[config.mk]
export PLATFORM = sky130hd
export DESIGN_NAME = rfg_top
export DESIGN_NICKNAME = d
export VERILOG_FILES = /design/src/rtl/rfg_pkg.sv /design/src/rtl/rfg_shape.sv /design/src/rtl/rfg_byte_mux.sv /design/src/rtl/rfg_top.sv
export SDC_FILE = /design/constraint.sdc
export NUM_CORES = 1
export LEC_CHECK = 0
export ABC_AREA = 1
export BUFFER_PORTS_ARGS = -buffer_cell sky130_fd_sc_hd__buf_2
export CAP_MARGIN = 30
export CORE_ASPECT_RATIO = 1.75
export CORE_MARGIN = 2
export CORE_UTILIZATION = 53
export DETAILED_ROUTE_END_ITERATION = 8
export GPL_TIMING_DRIVEN = 0
export PLACE_DENSITY = 0.74
export SETUP_SLACK_MARGIN = 0.3
export SKIP_CTS_REPAIR_TIMING = 1
export SLEW_MARGIN = 25
export SYNTH_ARGS = -nofsm -noshare
export SYNTH_HDL_FRONTEND = slang
export SYNTH_SLANG_ARGS = --single-unit
[constraint.sdc]
create_clock -name clk -period 4.5 [get_ports clk]
set_input_delay 0.9 -clock clk [delete_from_list [all_inputs] [get_ports clk]]
set_output_delay 0.9 -clock clk [all_outputs]
set_load 0.02 [all_outputs]
[src/rtl/rfg_pkg.sv]
package rfg_pkg;

    localparam int BYTE_W = 8;

    typedef enum logic [2:0] {
        SHP_SINGLE,
        SHP_ERROR,
        SHP_WRITE,
        SHP_READ,
        SHP_TEST
    } shape_e;

    typedef struct packed {
        logic [BYTE_W-1:0] code;
        logic [BYTE_W-1:0] info;
        logic [BYTE_W-1:0] count;
    } frame_t;

    function automatic shape_e classify(input logic [BYTE_W-1:0] code);
        shape_e s;
        if (!code[BYTE_W-1])                          s = SHP_SINGLE;
        else if (code == 8'h8F || code == 8'hAF)      s = SHP_ERROR;
        else if (code == 8'hBA)                       s = SHP_TEST;
        else if (code == 8'h80 || code == 8'h86 ||
                 code == 8'h90)                       s = SHP_READ;
        else                                          s = SHP_WRITE;
        return s;
    endfunction

endpackage

[src/rtl/rfg_shape.sv]
module rfg_shape
    import rfg_pkg::*;
#(
    parameter int PTR_W     = 9,
    parameter int TEST_DATA = 10
) (
    input  logic [BYTE_W-1:0] code,
    input  logic [BYTE_W-1:0] count,
    output shape_e            shape,
    output logic [PTR_W-1:0]  sum_pos,
    output logic [PTR_W-1:0]  hdr_len
);
    localparam logic [PTR_W-1:0] HDR_RD = PTR_W'(3);
    localparam logic [PTR_W-1:0] HDR_GN = PTR_W'(2);

    always_comb begin
        shape   = classify(code);
        hdr_len = (shape == SHP_READ) ? HDR_RD : HDR_GN;
        unique case (shape)
            SHP_SINGLE: sum_pos = PTR_W'(1);
            SHP_ERROR:  sum_pos = PTR_W'(2);
            SHP_WRITE:  sum_pos = PTR_W'(3);
            SHP_READ:   sum_pos = HDR_RD + PTR_W'(count);
            default:    sum_pos = HDR_GN + PTR_W'(TEST_DATA);
        endcase
    end
endmodule

[src/rtl/rfg_byte_mux.sv]
module rfg_byte_mux
    import rfg_pkg::*;
#(
    parameter int PTR_W = 9
) (
    input  frame_t            frm,
    input  shape_e            shape,
    input  logic [PTR_W-1:0]  sum_pos,
    input  logic [PTR_W-1:0]  hdr_len,
    input  logic [PTR_W-1:0]  ptr,
    input  logic [BYTE_W-1:0] sum,
    input  logic [BYTE_W-1:0] data_in,
    output logic [BYTE_W-1:0] data_idx,
    output logic [BYTE_W-1:0] tx_byte
);
    logic              has_cnt;
    logic              in_data;
    logic [PTR_W-1:0]  rel;

    always_comb begin
        has_cnt  = (shape == SHP_READ) || (shape == SHP_WRITE);
        in_data  = (shape == SHP_READ || shape == SHP_TEST) &&
                   (ptr >= hdr_len) && (ptr < sum_pos);
        rel      = ptr - hdr_len;
        data_idx = in_data ? rel[BYTE_W-1:0] : '0;
        if (ptr > sum_pos)                    tx_byte = '0;
        else if (ptr == sum_pos)              tx_byte = sum;
        else if (ptr == PTR_W'(0))            tx_byte = frm.code;
        else if (ptr == PTR_W'(1))            tx_byte = frm.info;
        else if (ptr == PTR_W'(2) && has_cnt) tx_byte = frm.count;
        else                                  tx_byte = data_in;
    end
endmodule

[src/rtl/rfg_top.sv]
module rfg_top
    import rfg_pkg::*;
#(
    parameter int PTR_W     = 9,
    parameter int TEST_DATA = 10,
    parameter logic [7:0] BUSY_CODE = 8'h01,
    parameter logic [7:0] IDLE_CODE = 8'h00
) (
    input  logic        clk,
    input  logic        rst_n,
    input  logic        sel_n,
    input  logic        byte_adv,
    input  logic        busy,
    input  logic        rsp_load,
    input  logic [7:0]  rsp_code,
    input  logic [7:0]  rsp_info,
    input  logic [7:0]  rsp_count,
    input  logic [7:0]  data_in,
    output logic [7:0]  data_idx,
    output logic [7:0]  tx_byte
);
    localparam logic [PTR_W-1:0] PTR_MAX = {PTR_W{1'b1}};
    localparam frame_t IDLE_FRM = '{code: IDLE_CODE, info: '0, count: '0};
    localparam frame_t BUSY_FRM = '{code: BUSY_CODE, info: '0, count: '0};

    typedef struct packed {
        logic              sel_n;
        logic              from_held;
        logic [PTR_W-1:0]  ptr;
        logic [BYTE_W-1:0] sum;
        frame_t            held;
        frame_t            live;
    } state_t;

    state_t d, q;
    shape_e shape;
    logic [PTR_W-1:0] sum_pos, hdr_len;
    logic sel_fall;

    rfg_shape #(.PTR_W(PTR_W), .TEST_DATA(TEST_DATA)) u_shape (
        .code    (q.live.code),
        .count   (q.live.count),
        .shape   (shape),
        .sum_pos (sum_pos),
        .hdr_len (hdr_len)
    );

    rfg_byte_mux #(.PTR_W(PTR_W)) u_mux (
        .frm      (q.live),
        .shape    (shape),
        .sum_pos  (sum_pos),
        .hdr_len  (hdr_len),
        .ptr      (q.ptr),
        .sum      (q.sum),
        .data_in  (data_in),
        .data_idx (data_idx),
        .tx_byte  (tx_byte)
    );

    always_comb begin
        d        = q;
        d.sel_n  = sel_n;
        sel_fall = q.sel_n && !sel_n;
        if (sel_fall) begin
            d.ptr       = '0;
            d.sum       = '0;
            d.live      = busy ? BUSY_FRM : q.held;
            d.from_held = !busy;
        end else if (!sel_n && byte_adv) begin
            d.sum = q.sum + tx_byte;
            if (q.ptr != PTR_MAX) d.ptr = q.ptr + PTR_W'(1);
            if (q.ptr == sum_pos && q.from_held) begin
                d.held      = IDLE_FRM;
                d.from_held = 1'b0;
            end
        end
        if (rsp_load) begin
            d.held      = '{code: rsp_code, info: rsp_info, count: rsp_count};
            d.from_held = 1'b0;
        end
    end

    always_ff @(posedge clk or negedge rst_n) begin
        if (!rst_n) begin
            q           <= '0;
            q.sel_n     <= 1'b1;
            q.held      <= IDLE_FRM;
            q.live      <= IDLE_FRM;
        end else begin
            q <= d;
        end
    end

    AST_PTR_RESTART: assert property (@(posedge clk) disable iff (!rst_n)
        (q.sel_n && !sel_n) |=> (q.ptr == '0 && q.sum == '0));
    AST_BUSY_HEAD: assert property (@(posedge clk) disable iff (!rst_n)
        (q.sel_n && !sel_n && busy) |=> (tx_byte == BUSY_CODE));
    AST_IDLE_ADV_IGNORED: assert property (@(posedge clk) disable iff (!rst_n)
        (sel_n && byte_adv) |=> (q.ptr == $past(q.ptr) && q.sum == $past(q.sum)));
    AST_SUM_STEP: assert property (@(posedge clk) disable iff (!rst_n)
        (!q.sel_n && !sel_n && byte_adv) |=> (q.sum == $past(q.sum + tx_byte)));
    AST_LOAD_CAPTURE: assert property (@(posedge clk) disable iff (!rst_n)
        rsp_load |=> (q.held.code == $past(rsp_code) && q.held.count == $past(rsp_count)));
endmodule

# After elaboration in Yosys (flattened, before gate mapping)
# Index checks and enable logic that the tools add are counted.
[classes]
mux = 21
multipliers = 0
reduce_logical = 24
n_bitwise = 0
addsub = 4
n_eq_ne = 15
div = 0
magnitude_cmp = 3
n_shift = 0
[ops]
columns = ["cell", "n"]
rows = [
  ["$mux W24", 4],
  ["$eq A8 B8 Y1 const B", 6],
  ["$mux W8", 6],
  ["$mux W42", 1],
  ["$pmux W9 S4", 1],
  ["$mux W18", 1],
  ["$add A2 B8 Y9 const A", 1],
  ["$add A9 B1 Y9 const B", 1],
  ["$eq A9 B1 Y1 const B", 1],
  ["$eq A9 B2 Y1 const B", 1],
  ["$eq A9 B9 Y1", 1],
  ["$ge A9 B2 Y1", 1],
  ["$gt A9 B9 Y1", 1],
  ["$logic_not A9 Y1", 1],
  ["$lt A9 B9 Y1", 1],
  ["$mux W3", 3],
  ["$mux W9", 1],
  ["$ne A9 B9 Y1 const B", 1],
  ["$add A8 B8 Y8", 1],
  ["$reduce_bool A2 Y1", 4],
  ["$sub A8 B2 Y8", 1],
  ["$eq A3 B2 Y1 const B", 2],
  ["$logic_and A1 B1 Y1", 6],
  ["$reduce_bool A3 Y1", 2],
  ["9 further kinds", 18],
]
[totals]
romBits = 0
elab_cells = 77
mem_bits_rw = 0
register_bits = 67
output_inout_bits = 16
latchBits = 0
mem_count = 0
inputBits = 38

# Longest topological paths before layout
[logic_depth]
word_depth = 19
depth_mapped = 30
mapped_depth_nobuf = 30

# By module
# Synthesis repeated with hierarchy kept, for this count alone.
[unflattened]
cells_unflattened = 665
hier_area_um2 = 4924.7
[by_module_without_submodules]
columns = ["mod", "seq_area_each_um2", "cells_each", "area_per_inst_um2", "n_inst"]
rows = [
  ["rfg_top", 1677.9, 350, 3246.9, 1],
  ["rfg_byte_mux", 0.0, 222, 1193.6, 1],
  ["rfg_shape", 0.0, 93, 484.2, 1],
]

# Least setup slack after synthesis
# No wires, ideal clock.
[synth_path]
path_kind = "register to register"
from = "register q[0] in the netlist's numbering"
to = "register q[54] in the netlist's numbering"
required_time_ps = 4371
path_stages_with_launch = 26
path_slack_ps = 676
arrival_time_ps = 3695
n_path_buf = 1
setup_ps = 129
period_less_slack_ps = 3824
path_cell_list = "dfrtp_1 > inv_1 > ha_1 > nor3_1 > inv_1 > nor2_1 > nand2_1 > nor2_1 > nand3_1 > ha_1 > nand2_1 > nor3_1 > nand4_1 > buf_2 > nand2_1 > o21ai_0 > a21oi_1 > fa_1 > a31oi_1 > or2_2 > nand2_1 > nand2_1 > nand2_1 > a21oi_1 > o21ai_0 > o21ai_0"
[synth_via]
elab_chain_cells = 8
elab_cells_between_ends = 12
cone_classes = "add/sub (2); order compare (1); eq/ne (1); mux (8)"
[synth_rtl]
columns = ["element", "line_no", "rtl"]
rows = [
  ["start: declaration", "rfg_top.sv:35", "state_t d, q;"],
  ["$add A2 B8 Y9 (*)", "rfg_shape.sv:23", "SHP_READ: sum_pos = HDR_RD + PTR_W'(count);"],
  ["$pmux W9 S4 (*)", "rfg_shape.sv:19", "unique case (shape)"],
  ["branches (longest 2 deep; another with $gt A9 B9 Y1)", "n/a", ""],
  ["$mux W8 (*)", "rfg_byte_mux.sv:26", "if (ptr > sum_pos) tx_byte = '0;"],
  ["via tx_byte[1]", "rfg_top.sv:20", "output logic [7:0] tx_byte"],
  ["$add A8 B8 Y8 (*)", "rfg_top.sv:70", "d.sum = q.sum + tx_byte;"],
  ["$mux W42 (*)", "rfg_top.sv:69", "end else if (!sel_n && byte_adv) begin"],
  ["$mux W18 (*)", "rfg_top.sv:64", "if (sel_fall) begin"],
]
# Mark *: on every way through the listed nets, which the timed path passes. The select of a mux whose other input is x is not followed.
# A chain may end at the register's enable or synchronous reset.

# Final worst setup path
[layout_path]
from = "register q[16] in the netlist's numbering"
to = "register q[54] in the netlist's numbering"
[layout_via]
elab_chain_cells = 18
elab_cells_between_ends = 30
cone_classes = "add/sub (1); order compare (1); eq/ne (10); mux (12); reduce/logical (6)"
[layout_rtl]
columns = ["element", "line_no"]
rows = [
  ["branches (longest 14 deep; another with $gt A9 B9 Y1)", "n/a"],
  ["$mux W8 (*)", "rfg_byte_mux.sv:26"],
  ["$add A8 B8 Y8 (*)", "rfg_top.sv:70"],
  ["$mux W42 (*)", "rfg_top.sv:69"],
  ["$mux W18 (*)", "rfg_top.sv:64"],
]
# Mark *: on every way between the ends. The select of a mux whose other input is x is not followed.

==> summary.txt <==
Die
  • Chip width: just over 70 um
  • Boundary Pins: 54
  • Core ar.: 7570 sq um
  • FP Rows: 42
  • Starting Density: 0.543
  • Die extent in y: 121 um
  • Die area: ~8500 sq um

Yosys
  • Ys flop type: dfrtp_1
  • Flops & latches, synth: 67
  • Synth Instances: ~520
  • Sequential area share after synthesis: 0.408
  • Post-synth EDFFs: 0
  • Synth unique cells: 44
  • Post-synthesis area per instance: 7.89 sq um
  • Async set or reset register ratio after synthesis: 1.00
  • Synth warnings: 0
  • Post-synth net total: 584
  • Synth Cell Area: 4110 sq um

Worst setup path
  • R2r endpoint: q[54]
  • Worst Path Buf+Inv: 3
  • Reg-to-reg critical path startpoint: q[16]
  • CP max stage delay: 0.40 ns
  • Most used cell, CP: nand2_1
  • FF-to-FF setup slack: 0.37 ns
  • Cell depth of the worst flop-to-flop path: 23
  • Crit path DAT: 4.39 ns
  • Cells along the critical path: inv_2 -> a21oi_1 -> nor4_2 -> nand2_2 -> clkinvlp_4 -> nand3b_1 -> ha_1 -> nand2_1 -> nor3_2 -> nand4_1 -> buf_6 -> nand2_4 -> o22ai_1 -> ha_1 -> fa_2 -> a31oi_1 -> or2_2 -> nand2_1 -> nand2_1 -> nand2_1 -> a21oi_1 -> o21ai_1 -> o21ai_0
  • CP Capture Type: register
  • Critical Path RT: approximately 4.8 ns
  • Worst path depth: 23
  • Critical-path top delay cell: dfrtp_1
  • Worst setup endpoint: q[54]
  • Worst setup SP type: register
  • Critical path's top delay family: simple AND/OR/NAND/NOR gates
  • Critical path class: register to register
  • Critical Path Start: q[16]
  • Worst Path Max Fanout: 8

Finish
  • Final core occ: 0.672
  • Commonest non-fill, non-tap cells in the layout: nand2_1, inv_1, dfrtp_1
  • Commonest non-fill, non-tap cell in the layout: nand2_1
  • Top reg by flops: q
  • Largest regs: q (67)
  • Layout area overhead: 23.6%
  • Max reg flops: between 60 and 70
  • Diodes inserted: 0
  • Post-route cell area: 5080 sq um
  • Proportion of layout cells with a drive suffix above 1: 0.250
  • Post-Layout Cell Count: 688
  • Post-layout net count: 659

Global route
  • First-pass GRT wire length: about 17,000 um
  • Tot GR Track Use: 0.261
  • Vias in the first global route: roughly 3,700
  • Largest net degree at the start of global routing: 52
  • Initial antenna violation count: 0
  • GRT overflow: 0

STA
  • Min Clock Period, post-route: approximately 4.1 ns
  • Setup TNS: 0 ns
  • RSZ-0062 raised after global routing: no
  • Final hold viol count: 0
  • Final Hold Slack: 0.428 ns
  • Final Cycle Share: 0.919
  • Least-Margin Pin Slew: 0.576 ns
  • Final setup fails: 0
  • Fmax: 242 MHz
  • Final Skew: ~0.0053 ns
  • Max-slew violations: 0
  • Final WS setup: about 0.37 ns
  • Relative slew margins: 0.616

Power and ir drop
  • Total Power: 2.79 mW
  • Max VDD drop: roughly 0.26 mV
  • Pwr dens: 548 nW/um^2
  • Pleak: 2.54 nW

Status
  • Result of the run: finished, final reports clean

Detailed routing
  • Via count: 3,811
  • Drt drc: 0
  • Total routed wirelength: ~11,000 um
  • Drt first pass iters: 4
  • Via/cell ratio: 5.54
  • 1st-iter DRT viols: 279
  • DR WL/cell: 15.6 um
  • Post-route ant nets: 0

Clocking
  • CTS tree: done
  • Clk buf depth: 2
  • Clk_lat worst skew: around 0.34 ns
  • Cts bufs inserted: 9
  • Clk sinks: 67
  • CTS clk-pin slew, worst paths: around 0.060 ns
  • H-tree depth: 3
  • Clk root buf: clkbuf_16

Run
  • Number of max-cap violations: 0

Placed design
  • Cell Area, Placed: 4510 sq um
  • Worst slack, placed: slightly below 0.2 ns
  • I/O Buffers: 52
  • Inst Count DP: ~660
  • GPL Wtd Cong: roughly 0.9
  • Post-DP HPWL: 7750 um

Min path
  • Hold Path Class: input port to asynchronous set/reset pin
worst min path at each step:
stage	from	endpoint	slack (ns)	cells past startpoint
after floorplan	q[8]	q[8]	0.45	2
after global placement	q[8]	q[8]	0.48	2
after detailed placement	q[8]	q[8]	0.48	2
after CTS	rst_n	q[30]	0.44	1
after global routing	rst_n	q[30]	0.45	1
final	rst_n	q[30]	0.43	1
cell usage after synthesis, types with 3 or more instances:
cell      instances  area [sq um]
nor2_4            4          45.0
nand4_1           6          37.5
o21ai_0          53           265
nor4_1            4          25.0
clkbuf_1          9          33.8
buf_2             4          20.0
nand3b_1          3          22.5
dfrtp_1          66          1650
a31oi_1           4          25.0
ha_1             24           300
xor2_1            5          43.8
nor3_2            3          30.0
nor2_2            5          31.3
nand2_1          98           368
nor3_1            7          35.0
nand2_2           4          25.0
inv_1            87           327
nor2_1           21          78.8
inv_2             4          15.0
o21ai_1           8          40.0
a21oi_1          26           130
o22ai_1          22           138
o211ai_1          5          37.5
nand3_1          22           110
layer usage:
| layer | track usage | vias up | share of wire | wire [um] |
|---|---|---|---|---|
| li1 | - | 1872 | - | - |
| met1 | 0.293 | 1771 | 0.38 | 4060 |
| met2 | 0.464 | 124 | 0.52 | 5570 |
| met3 | 0.0358 | 44 | 0.041 | 437 |
| met4 | 0.154 | 0 | 0.061 | 655 |
| met5 | 0 | - | 0 | 0 |
cells by family (layout without fill, tap and decap cells):
kind of cell / after synthesis / after routing / share of synthesized area
and+or+nand+nor: 185 / 185 / 0.218
AOI/OAI and AO/OA: 129 / 129 / 0.180
buffers and inverters: 108 / 187 / 0.102
DFF: 67 / 67 / 0.408
adders and majority gates: 25 / 25 / 0.0779
xor gates and xnor gates: 7 / 7 / 0.0149
layout make-up:
| class | count | area, sq um |
|---|---|---|
| fillers | 632 | 2480 |
| clock inverters | 4 | 97.6 |
| plain buffers | 14 | 71.3 |
| clock buffers | 11 | 253 |
| flip-flops and latches | 67 | 1680 |
| inverters | 94 | 358 |
| multi-input cells | 346 | 2130 |
| repair buffers | 64 | 388 |
| well taps | 88 | 110 |
power by group:
group	internal [mW]	leakage, nW	switching (mW)
clock	0.568	0.168	0.259
combinational	0.477	1.51	0.732
sequential	0.683	0.860	0.0687
total	1.73	2.54	1.06
(Power assumes the default switching activity.)
